<file path="src/rtl/irq_router_pkg.sv">
package irq_router_pkg;
  typedef enum logic [2:0] {
    RK_NONE,
    RK_ZERO,
    RK_MASK,
    RK_STAT,
    RK_PEND
  } reg_kind_e;

  // Slot indices (byte offset >> 6)
  localparam int IDX_CTRL      = 0;
  localparam int IDX_ASSIGN_LO = 1;
  localparam int IDX_ASSIGN_HI = 4;
  localparam int IDX_MASK_BASE = 8;
  localparam int IDX_STAT_BASE = 12;
  localparam int IDX_PEND      = 16;
  localparam int SLOT_SHIFT    = 6;
endpackage

</file>
<file path="src/rtl/irq_router_decode.sv">
module irq_router_decode
  import irq_router_pkg::*;
#(
  parameter int NUM_CPU = 4,
  parameter int IDX_W   = 6,
  parameter int CPU_W   = 2
) (
  input  logic             acc_en,
  input  logic             acc_we,
  input  logic             acc_wide,
  input  logic             acc_misalign,
  input  logic [IDX_W-1:0] acc_idx,
  output reg_kind_e        kind,
  output logic [CPU_W-1:0] cpu_sel,
  output logic             acc_err
);
  int idx_i;

  always_comb begin
    idx_i   = 32'(acc_idx);
    kind    = RK_NONE;
    cpu_sel = '0;
    if (idx_i == IDX_CTRL || (idx_i >= IDX_ASSIGN_LO && idx_i <= IDX_ASSIGN_HI)) begin
      kind = RK_ZERO;
    end else if (idx_i >= IDX_MASK_BASE && idx_i < IDX_MASK_BASE + NUM_CPU) begin
      kind    = RK_MASK;
      cpu_sel = CPU_W'(idx_i - IDX_MASK_BASE);
    end else if (idx_i >= IDX_STAT_BASE && idx_i < IDX_STAT_BASE + NUM_CPU) begin
      kind    = RK_STAT;
      cpu_sel = CPU_W'(idx_i - IDX_STAT_BASE);
    end else if (idx_i == IDX_PEND) begin
      kind = RK_PEND;
    end
  end

  always_comb begin
    acc_err = acc_en && (acc_misalign
                         || kind == RK_NONE
                         || (acc_we && kind != RK_MASK)
                         || (!acc_wide && (acc_we || kind != RK_PEND)));
  end
endmodule

</file>
<file path="src/rtl/irq_router_pend.sv">
module irq_router_pend #(
  parameter int NUM_LINES = 64
) (
  input  logic                 clk,
  input  logic                 rst,
  input  logic [NUM_LINES-1:0] line_set,
  input  logic [NUM_LINES-1:0] line_clr,
  output logic [NUM_LINES-1:0] pend_nxt,
  output logic [NUM_LINES-1:0] pend_q
);
  // Set dominates clear on the same line; clearing a zero bit is a no-op.
  always_comb pend_nxt = line_set | (pend_q & ~line_clr);

  always_ff @(posedge clk) begin
    if (rst) pend_q <= '0;
    else     pend_q <= pend_nxt;
  end
endmodule

</file>
<file path="src/rtl/irq_router_cpu.sv">
module irq_router_cpu #(
  parameter int NUM_LINES = 64
) (
  input  logic                 clk,
  input  logic                 rst,
  input  logic                 wr_en,
  input  logic [NUM_LINES-1:0] wr_data,
  input  logic [NUM_LINES-1:0] pend_q,
  input  logic [NUM_LINES-1:0] pend_nxt,
  output logic [NUM_LINES-1:0] mask_q,
  output logic [NUM_LINES-1:0] status,
  output logic                 irq_q
);
  logic [NUM_LINES-1:0] mask_nxt;

  always_comb mask_nxt = wr_en ? wr_data : mask_q;
  always_comb status   = mask_q & pend_q;

  // Output computed from next-state values so it lands one edge after the cause.
  always_ff @(posedge clk) begin
    if (rst) begin
      mask_q <= '0;
      irq_q  <= 1'b0;
    end else begin
      mask_q <= mask_nxt;
      irq_q  <= |(mask_nxt & pend_nxt);
    end
  end
endmodule

</file>
<file path="src/rtl/irq_router.sv">
module irq_router
  import irq_router_pkg::*;
#(
  parameter int NUM_CPU   = 4,
  parameter int NUM_LINES = 64,
  parameter int OFFS_W    = 12
) (
  input  logic                 clk,
  input  logic                 rst,
  input  logic [NUM_LINES-1:0] line_set,
  input  logic [NUM_LINES-1:0] line_clr,
  input  logic                 reg_req,
  input  logic                 reg_we,
  input  logic                 reg_wide,
  input  logic [OFFS_W-1:0]    reg_addr,
  input  logic [NUM_LINES-1:0] reg_wdata,
  output logic [NUM_LINES-1:0] reg_rdata,
  output logic                 reg_err,
  output logic [NUM_CPU-1:0]   cpu_irq
);
  localparam int IDX_W = OFFS_W - SLOT_SHIFT;
  localparam int CPU_W = (NUM_CPU > 1) ? $clog2(NUM_CPU) : 1;
  localparam int HALF  = NUM_LINES / 2;

  logic [NUM_LINES-1:0]         pend_q, pend_nxt;
  logic [NUM_LINES-1:0]         mask_arr [NUM_CPU];
  logic [NUM_LINES-1:0]         stat_arr [NUM_CPU];
  logic [NUM_CPU*NUM_LINES-1:0] mask_flat;
  reg_kind_e                    kind;
  logic [CPU_W-1:0]             cpu_sel;
  logic                         acc_err;
  logic [NUM_LINES-1:0]         rd_val;

  irq_router_decode #(.NUM_CPU(NUM_CPU), .IDX_W(IDX_W), .CPU_W(CPU_W)) u_dec (
    .acc_en      (reg_req),
    .acc_we      (reg_we),
    .acc_wide    (reg_wide),
    .acc_misalign(|reg_addr[SLOT_SHIFT-1:0]),
    .acc_idx     (reg_addr[OFFS_W-1:SLOT_SHIFT]),
    .kind        (kind),
    .cpu_sel     (cpu_sel),
    .acc_err     (acc_err)
  );

  irq_router_pend #(.NUM_LINES(NUM_LINES)) u_pend (
    .clk     (clk),
    .rst     (rst),
    .line_set(line_set),
    .line_clr(line_clr),
    .pend_nxt(pend_nxt),
    .pend_q  (pend_q)
  );

  for (genvar c = 0; c < NUM_CPU; c++) begin : g_cpu
    logic wr_hit;
    assign wr_hit = reg_req && reg_we && !acc_err && kind == RK_MASK
                    && cpu_sel == CPU_W'(c);
    irq_router_cpu #(.NUM_LINES(NUM_LINES)) u_cpu (
      .clk     (clk),
      .rst     (rst),
      .wr_en   (wr_hit),
      .wr_data (reg_wdata),
      .pend_q  (pend_q),
      .pend_nxt(pend_nxt),
      .mask_q  (mask_arr[c]),
      .status  (stat_arr[c]),
      .irq_q   (cpu_irq[c])
    );
    assign mask_flat[c*NUM_LINES +: NUM_LINES] = mask_arr[c];
  end

  always_comb begin
    case (kind)
      RK_MASK: rd_val = mask_arr[cpu_sel];
      RK_STAT: rd_val = stat_arr[cpu_sel];
      RK_PEND: rd_val = reg_wide ? pend_q : {{(NUM_LINES-HALF){1'b0}}, pend_q[HALF-1:0]};
      default: rd_val = '0;
    endcase
  end

  always_ff @(posedge clk) begin
    if (rst) begin
      reg_rdata <= '0;
      reg_err   <= 1'b0;
    end else begin
      reg_err <= acc_err;
      if (reg_req && !reg_we) reg_rdata <= acc_err ? '0 : rd_val;
    end
  end
endmodule

</file>
<file path="config.mk">
export PLATFORM = sky130hd
export DESIGN_NAME = irq_router
export DESIGN_NICKNAME = d
export VERILOG_FILES = /design/src/rtl/irq_router_pkg.sv /design/src/rtl/irq_router_decode.sv /design/src/rtl/irq_router_pend.sv /design/src/rtl/irq_router_cpu.sv /design/src/rtl/irq_router.sv
export SDC_FILE = /design/constraint.sdc
export NUM_CORES = 1
export LEC_CHECK = 0
export BUFFER_PORTS_ARGS = -buffer_cell sky130_fd_sc_hd__clkbuf_2
export CORE_MARGIN = 2
export CORE_UTILIZATION = 52
export DETAILED_ROUTE_END_ITERATION = 8
export PLACE_DENSITY = 0.77
export SYNTH_ARGS = -nofsm -noshare
export SYNTH_HDL_FRONTEND = slang
export SYNTH_SLANG_ARGS = --single-unit
</file>
<file path="constraint.sdc">
create_clock -name clk -period 2.5 [get_ports clk]
set_input_delay 0.25 -clock clk [delete_from_list [all_inputs] [get_ports clk]]
set_output_delay 0.25 -clock clk [all_outputs]
set_load 0.01 [all_outputs]
</file>
# Word-level counts from Yosys, hierarchy flattened
# Cells that the tools add are included.
# totals
ff_bits	389
input_bits	209
output_inout_bits	69
wordCells	91
# classes
addsub	2
n_lt_le_gt_ge	7
eq_ne	9
n_mux	20
n_bitwise	12
reduce_logical	30
# ops
op	count
2-to-1 mux 64 bit	10
AND 64 bit	9
binary-select mux 64 bit (select 2 bit)	2
OR reduction 64 bit	4
one-hot mux 64 bit (3 select lines)	1
inverter 64 bit	1
bitwise OR 64 bit	1
logical AND 1 bit	14
>= comparator 6 x 4 -> 1 bit, second input constant	2
2-to-1 mux 3 bit	4
equality test 3 x 2 -> 1 bit, second input constant	2
equality test 6 bit, second input constant	1
>= comparator 6 x 1 -> 1 bit, second input constant	1
less-or-equal comparator 6 x 3 -> 1 bit, second input constant	1
logical NOT 6 bit	1
less-than comparator 6 x 4 -> 1 bit, second input constant	1
less-than comparator 6 x 5 -> 1 bit, second input constant	1
2-to-1 mux 2 bit	3
OR reduction 6 bit	1
logical OR 1 bit	5
equality test 2 bit, second input constant	2
subtractor 2 x 1 -> 2 bit, second input constant	2
equality test 3 bit, second input constant	1
>= comparator 3 bit, second input constant	1
7 further kinds	9

# Depth between registers and ports, before layout
# depth
word_depth	17
ltp_mapped	12
depth_no_buf	8

# By module
# A second synthesis with hierarchy kept.
# hier_totals
cells_unflattened	2572
hier_area_um2	22195.0
# by_module_without_submodules
module	instances	cells_each	area_per_inst_um2	seq_area_each_um2
irq_router_cpu	4	378	3198.1	1301.2
irq_router	1	719	6439.9	1301.2
irq_router_pend	1	327	2876.5	1281.2
irq_router_decode	1	14	86.3	0.0

# Least setup slack after synthesis
# Ideal clock, no wire load.
# synth_timing
path_kind	input -> register
start	input reg_addr[1]
end	register g_cpu[3].u_cpu.irq_q
setup_time_ns	0.145
arrival_time_ns	2.249
t_required_ns	2.355
slack_ns	0.106
path_stages	10
n_path_buf	2
cell_sequence	nor4_2 > and4_1 > buf_4 > nand3_4 > buf_6 > mux2i_1 > o22ai_1 > or4_1 > nor3_1 > a41oi_1
# synth_between
elab_chain_cells	12
# synth_lines
element	line_no	source
start: declaration	irq_router.sv:15	input logic [OFFS_W-1:0] reg_addr,
OR reduction 6 bit	irq_router.sv:38	.acc_misalign(|reg_addr[SLOT_SHIFT-1:0]),
logical OR 1 bit	irq_router_decode.sv:38	|| kind == RK_NONE
logical OR 1 bit	irq_router_decode.sv:39	|| (acc_we && kind != RK_MASK)
logical OR 1 bit	irq_router_decode.sv:40	|| (!acc_wide && (acc_we || kind != RK_PEND)));
logical AND 1 bit	irq_router_decode.sv:37	acc_err = acc_en && (acc_misalign
logical NOT 1 bit	irq_router.sv:56	assign wr_hit = reg_req && reg_we && !acc_err && kind == RK_MASK
logical AND 1 bit (2 in a row)	irq_router.sv:56	
logical AND 1 bit	irq_router.sv:57	&& cpu_sel == CPU_W'(c);
2-to-1 mux 64 bit	irq_router_cpu.sv:16	always_comb mask_nxt = wr_en ? wr_data : mask_q;
AND 64 bit	irq_router_cpu.sv:26	irq_q <= |(mask_nxt & pend_nxt);
OR reduction 64 bit	irq_router_cpu.sv:26	
end signal: assignment	irq_router_cpu.sv:26	
end: declaration	irq_router_cpu.sv:12	output logic irq_q
# No other way between the ends.
# A chain may end at the register's enable or synchronous reset.

# Worst setup path after layout
# layout_timing
start	register u_pend.pend_q[48]
end	register g_cpu[3].u_cpu.irq_q
# layout_between
elab_chain_cells	4
# layout_lines
element	line_no	source
start: declaration	irq_router_pend.sv:9	output logic [NUM_LINES-1:0] pend_q
start signal: assignment	irq_router_pend.sv:16	else pend_q <= pend_nxt;
AND 64 bit	irq_router_pend.sv:12	always_comb pend_nxt = line_set | (pend_q & ~line_clr);
bitwise OR 64 bit	irq_router_pend.sv:12	
AND 64 bit	irq_router_cpu.sv:26	
OR reduction 64 bit	irq_router_cpu.sv:26	
# No other way between the ends.

==> impl_metrics.json <==
{
  "synth_top_cell_area_share_pct": 42.9,
  "seq_power_share_pct": 44.3,
  "synth.top_cells.by_area": "dfxtp_1, nand2_1, mux4_2",
  "start_util_pct": 52.7,
  "cts.path.max_buffers": 3,
  "yosysWarningCount": 0,
  "avgSynthCellArea_um2": 8.08,
  "grt_use_total_pct": 42.6,
  "clock_latency_ns": 0.58,
  "htree_levels": 2,
  "startpoint": "u_pend.pend_q[48]$_SDFF_PP0_",
  "final.setup.worst_slack_ns": 0.0647,
  "crit_slowest_cell": "o21ai_0",
  "hold_violations": 0,
  "netlist_area_um2": 18200,
  "syn_to_final_growth_pct": 30.3,
  "yosysTopAreaCell": "dfxtp_1",
  "power_frac_clock_pct": 46.8,
  "antenna_found_initial": 1,
  "nNetsFinal": 2927,
  "grt_overflow": 0,
  "gp_congestion": 1.03,
  "cp_num_buf_inv": 1,
  "route.vias.total": 19900,
  "vdd_drop_max_mv": 0.556,
  "vias_per_cell": 6.22,
  "outcome": "complete, no violations",
  "finalSetupViolations": 0,
  "drive_gt1_share_pct": 25.1,
  "die_x_um": 191,
  "combPwrFrac_pct": 8.9,
  "ys_seq_area_share_pct": 42.9,
  "fin_skew_ns": 0.0253,
  "internal_power_mw": 10.8,
  "die_area_um2": 36400,
  "startpoint_type": "register",
  "swShare_pct": 24.3,
  "cp_max_fo": 4,
  "cp.required_ns": 2.94,
  "cpLargestDelayFamily": "simple AND/OR/NAND/NOR gates",
  "worstMarginPinSlew_ns": 0.717,
  "synthCells": 2247,
  "port_buffers": 277,
  "synth-edff-count": 0,
  "p_leak_nw": 10.1,
  "cts_buffers": 42,
  "maxCapViolCount": 0,
  "grt_max_degree": 108,
  "core_area_um2": 34500,
  "routed_wl_um": 78400,
  "grt_first_pass_wirelength_um": 115000,
  "ios": 278,
  "ys_types": 52,
  "synth_ff_type": "dfxtp_1",
  "synth_seq_cells": 389,
  "post_dp_cell_area_um2": 21600,
  "reg2reg_from": "u_pend.pend_q[48]$_SDFF_PP0_",
  "p_switching_mw": 3.45,
  "path_class": "register to register",
  "min-delay-start": "reg_wdata[7]",
  "rrSetupSlack_ns": 0.06,
  "hp-class": "input pin to register",
  "fmax_ghz": 0.411,
  "rows": 68,
  "worstPathCellList": "nor2b_1 -> buf_4 -> o21ai_0 -> nand4_1 -> a221oi_1 -> and3_1 -> a21oi_1 -> nor3_1 -> a41oi_1",
  "cp.arrival_ns": 2.87,
  "clock_sinks": 389,
  "dp.final_hpwl_um": 58200,
  "antenna_left": 0,
  "preCtsSetupSlack_ns": -0.324,
  "wire_per_inst_um": 24.5,
  "insertedDiodeCount": 0,
  "end_kind": "register",
  "ys_async_sr_fraction_pct": 0,
  "synth_most_common_cell": "nand2_1",
  "slew_violations": 0,
  "dr.pass1.iters": 8,
  "clk_pin_slew_ns": 0.06,
  "die_h_um": 191,
  "post-route-min-period_ns": 2.44,
  "grt_pass1_vias": 19000,
  "drt_first_iter_violations": 2214,
  "cts_tree": "built",
  "cts-root-buf": "clkbuf_16",
  "maxSlewHeadroom_pct": 51.9,
  "syn-num-nets": 2456,
  "finalCritPeriodShare_pct": 97.4,
  "synthTopCellsByCount": "nand2_1, dfxtp_1, nor2_1",
  "postLayoutCellArea_um2": 23600,
  "slowest_delay_ns": 0.37,
  "powerDensity_nw_per_um2": 601,
  "route.detailed.drc": 0
}
## repair_timing
action	CTS	global route
setup endpoints to repair	1	4
pin swaps	3	0
buffers inserted	0	0
resized for setup	2	20
hold buffers	51	0
endpoints found under the hold margin	126	0
## final timing paths
check / cells after the start / endpoint
max: 9 / g_cpu[3].u_cpu.irq_q$_SDFF_PP0_
min: 3 / g_cpu[2].u_cpu.mask_q[7]$_SDFF_PP0_
max reg2reg: 9 / g_cpu[3].u_cpu.irq_q$_SDFF_PP0_
min reg2reg: 2 / g_cpu[2].u_cpu.mask_q[11]$_SDFF_PP0_
## state kept, by name, summed over array words and instances, names as in the netlist
register and flops:
reg_err 1, u_pend.pend_q 64, reg_rdata 64, g_cpu.u_cpu.mask_q 256
g_cpu.u_cpu.irq_q 4
## worst reg2reg max path, stage by stage (launching register included)
cell and delay [ns]:
dfxtp_1 0.31, nor2b_1 0.14, buf_4 0.14, o21ai_0 0.37, nand4_1 0.25, a221oi_1 0.28
and3_1 0.19, a21oi_1 0.11, nor3_1 0.35, a41oi_1 0.16
## stage by stage
stage               instances  total power, mW  hold WS [ns]  util [%]  TNS (ns)
floorplan                2247             6.90         0.371         -         0
global placement         3078             7.58         0.449      62.7    -0.880
detailed placement       3078             7.59         0.456      62.7     -1.21
CTS                      3205             14.2       0.00124      68.4         0
global route             3205             14.5        0.0119      68.6   -0.0554
finish                   3205             14.2        0.0222      68.6         0
## kinds of logic after synthesis
kind of cell	share of synthesized area [%]
compound gates	17.5
buf+inv	4.23
flops	42.9
mux	12.8
simple gates	22.6
## metal layers
metal  track usage, %  up-vias  part of all wire [%]
li1                 -     8764                     -
met1             52.2     9478                    36
met2             68.9     1337                    46
met3             7.82      339                    10
met4             27.3        2                   7.8
met5                0        -                 0.017
## cell usage in the layout (no fill, tap or decap), types with 45 or more instances in the layout
cell,instances
o22ai_1,46
clkbuf_16,45
clkbuf_2,274
buf_4,230
dfxtp_1,389
nor2b_1,51
o21ai_0,73
mux4_2,64
inv_1,46
a211oi_1,51
nand2_1,425
nor2_1,383
a21oi_1,269
mux2i_1,88
dlygate4sd3_1,51
## power by group through the flow
stage | sequential, mW | clock, mW | combinational [mW]
5_1_grt | 6.31 | 6.89 | 1.31
2_1_floorplan | 6.43 | 0 | 0.473
6_report | 6.30 | 6.65 | 1.26
4_1_cts | 6.30 | 6.68 | 1.22
3_3_place_gp | 6.44 | 0 | 1.14
3_5_place_dp | 6.44 | 0 | 1.15
## final cells by class
type | instances | area, µm²
fillers | 2858 | 10800
multi-input cells | 1666 | 9690
flip-flops and latches | 389 | 7790
repair buffers | 573 | 3950
clock buffers | 68 | 1360
well taps | 455 | 569
inverters | 46 | 173
clock inverters | 8 | 115
Note: power is estimated with default switching activity, not from simulation.
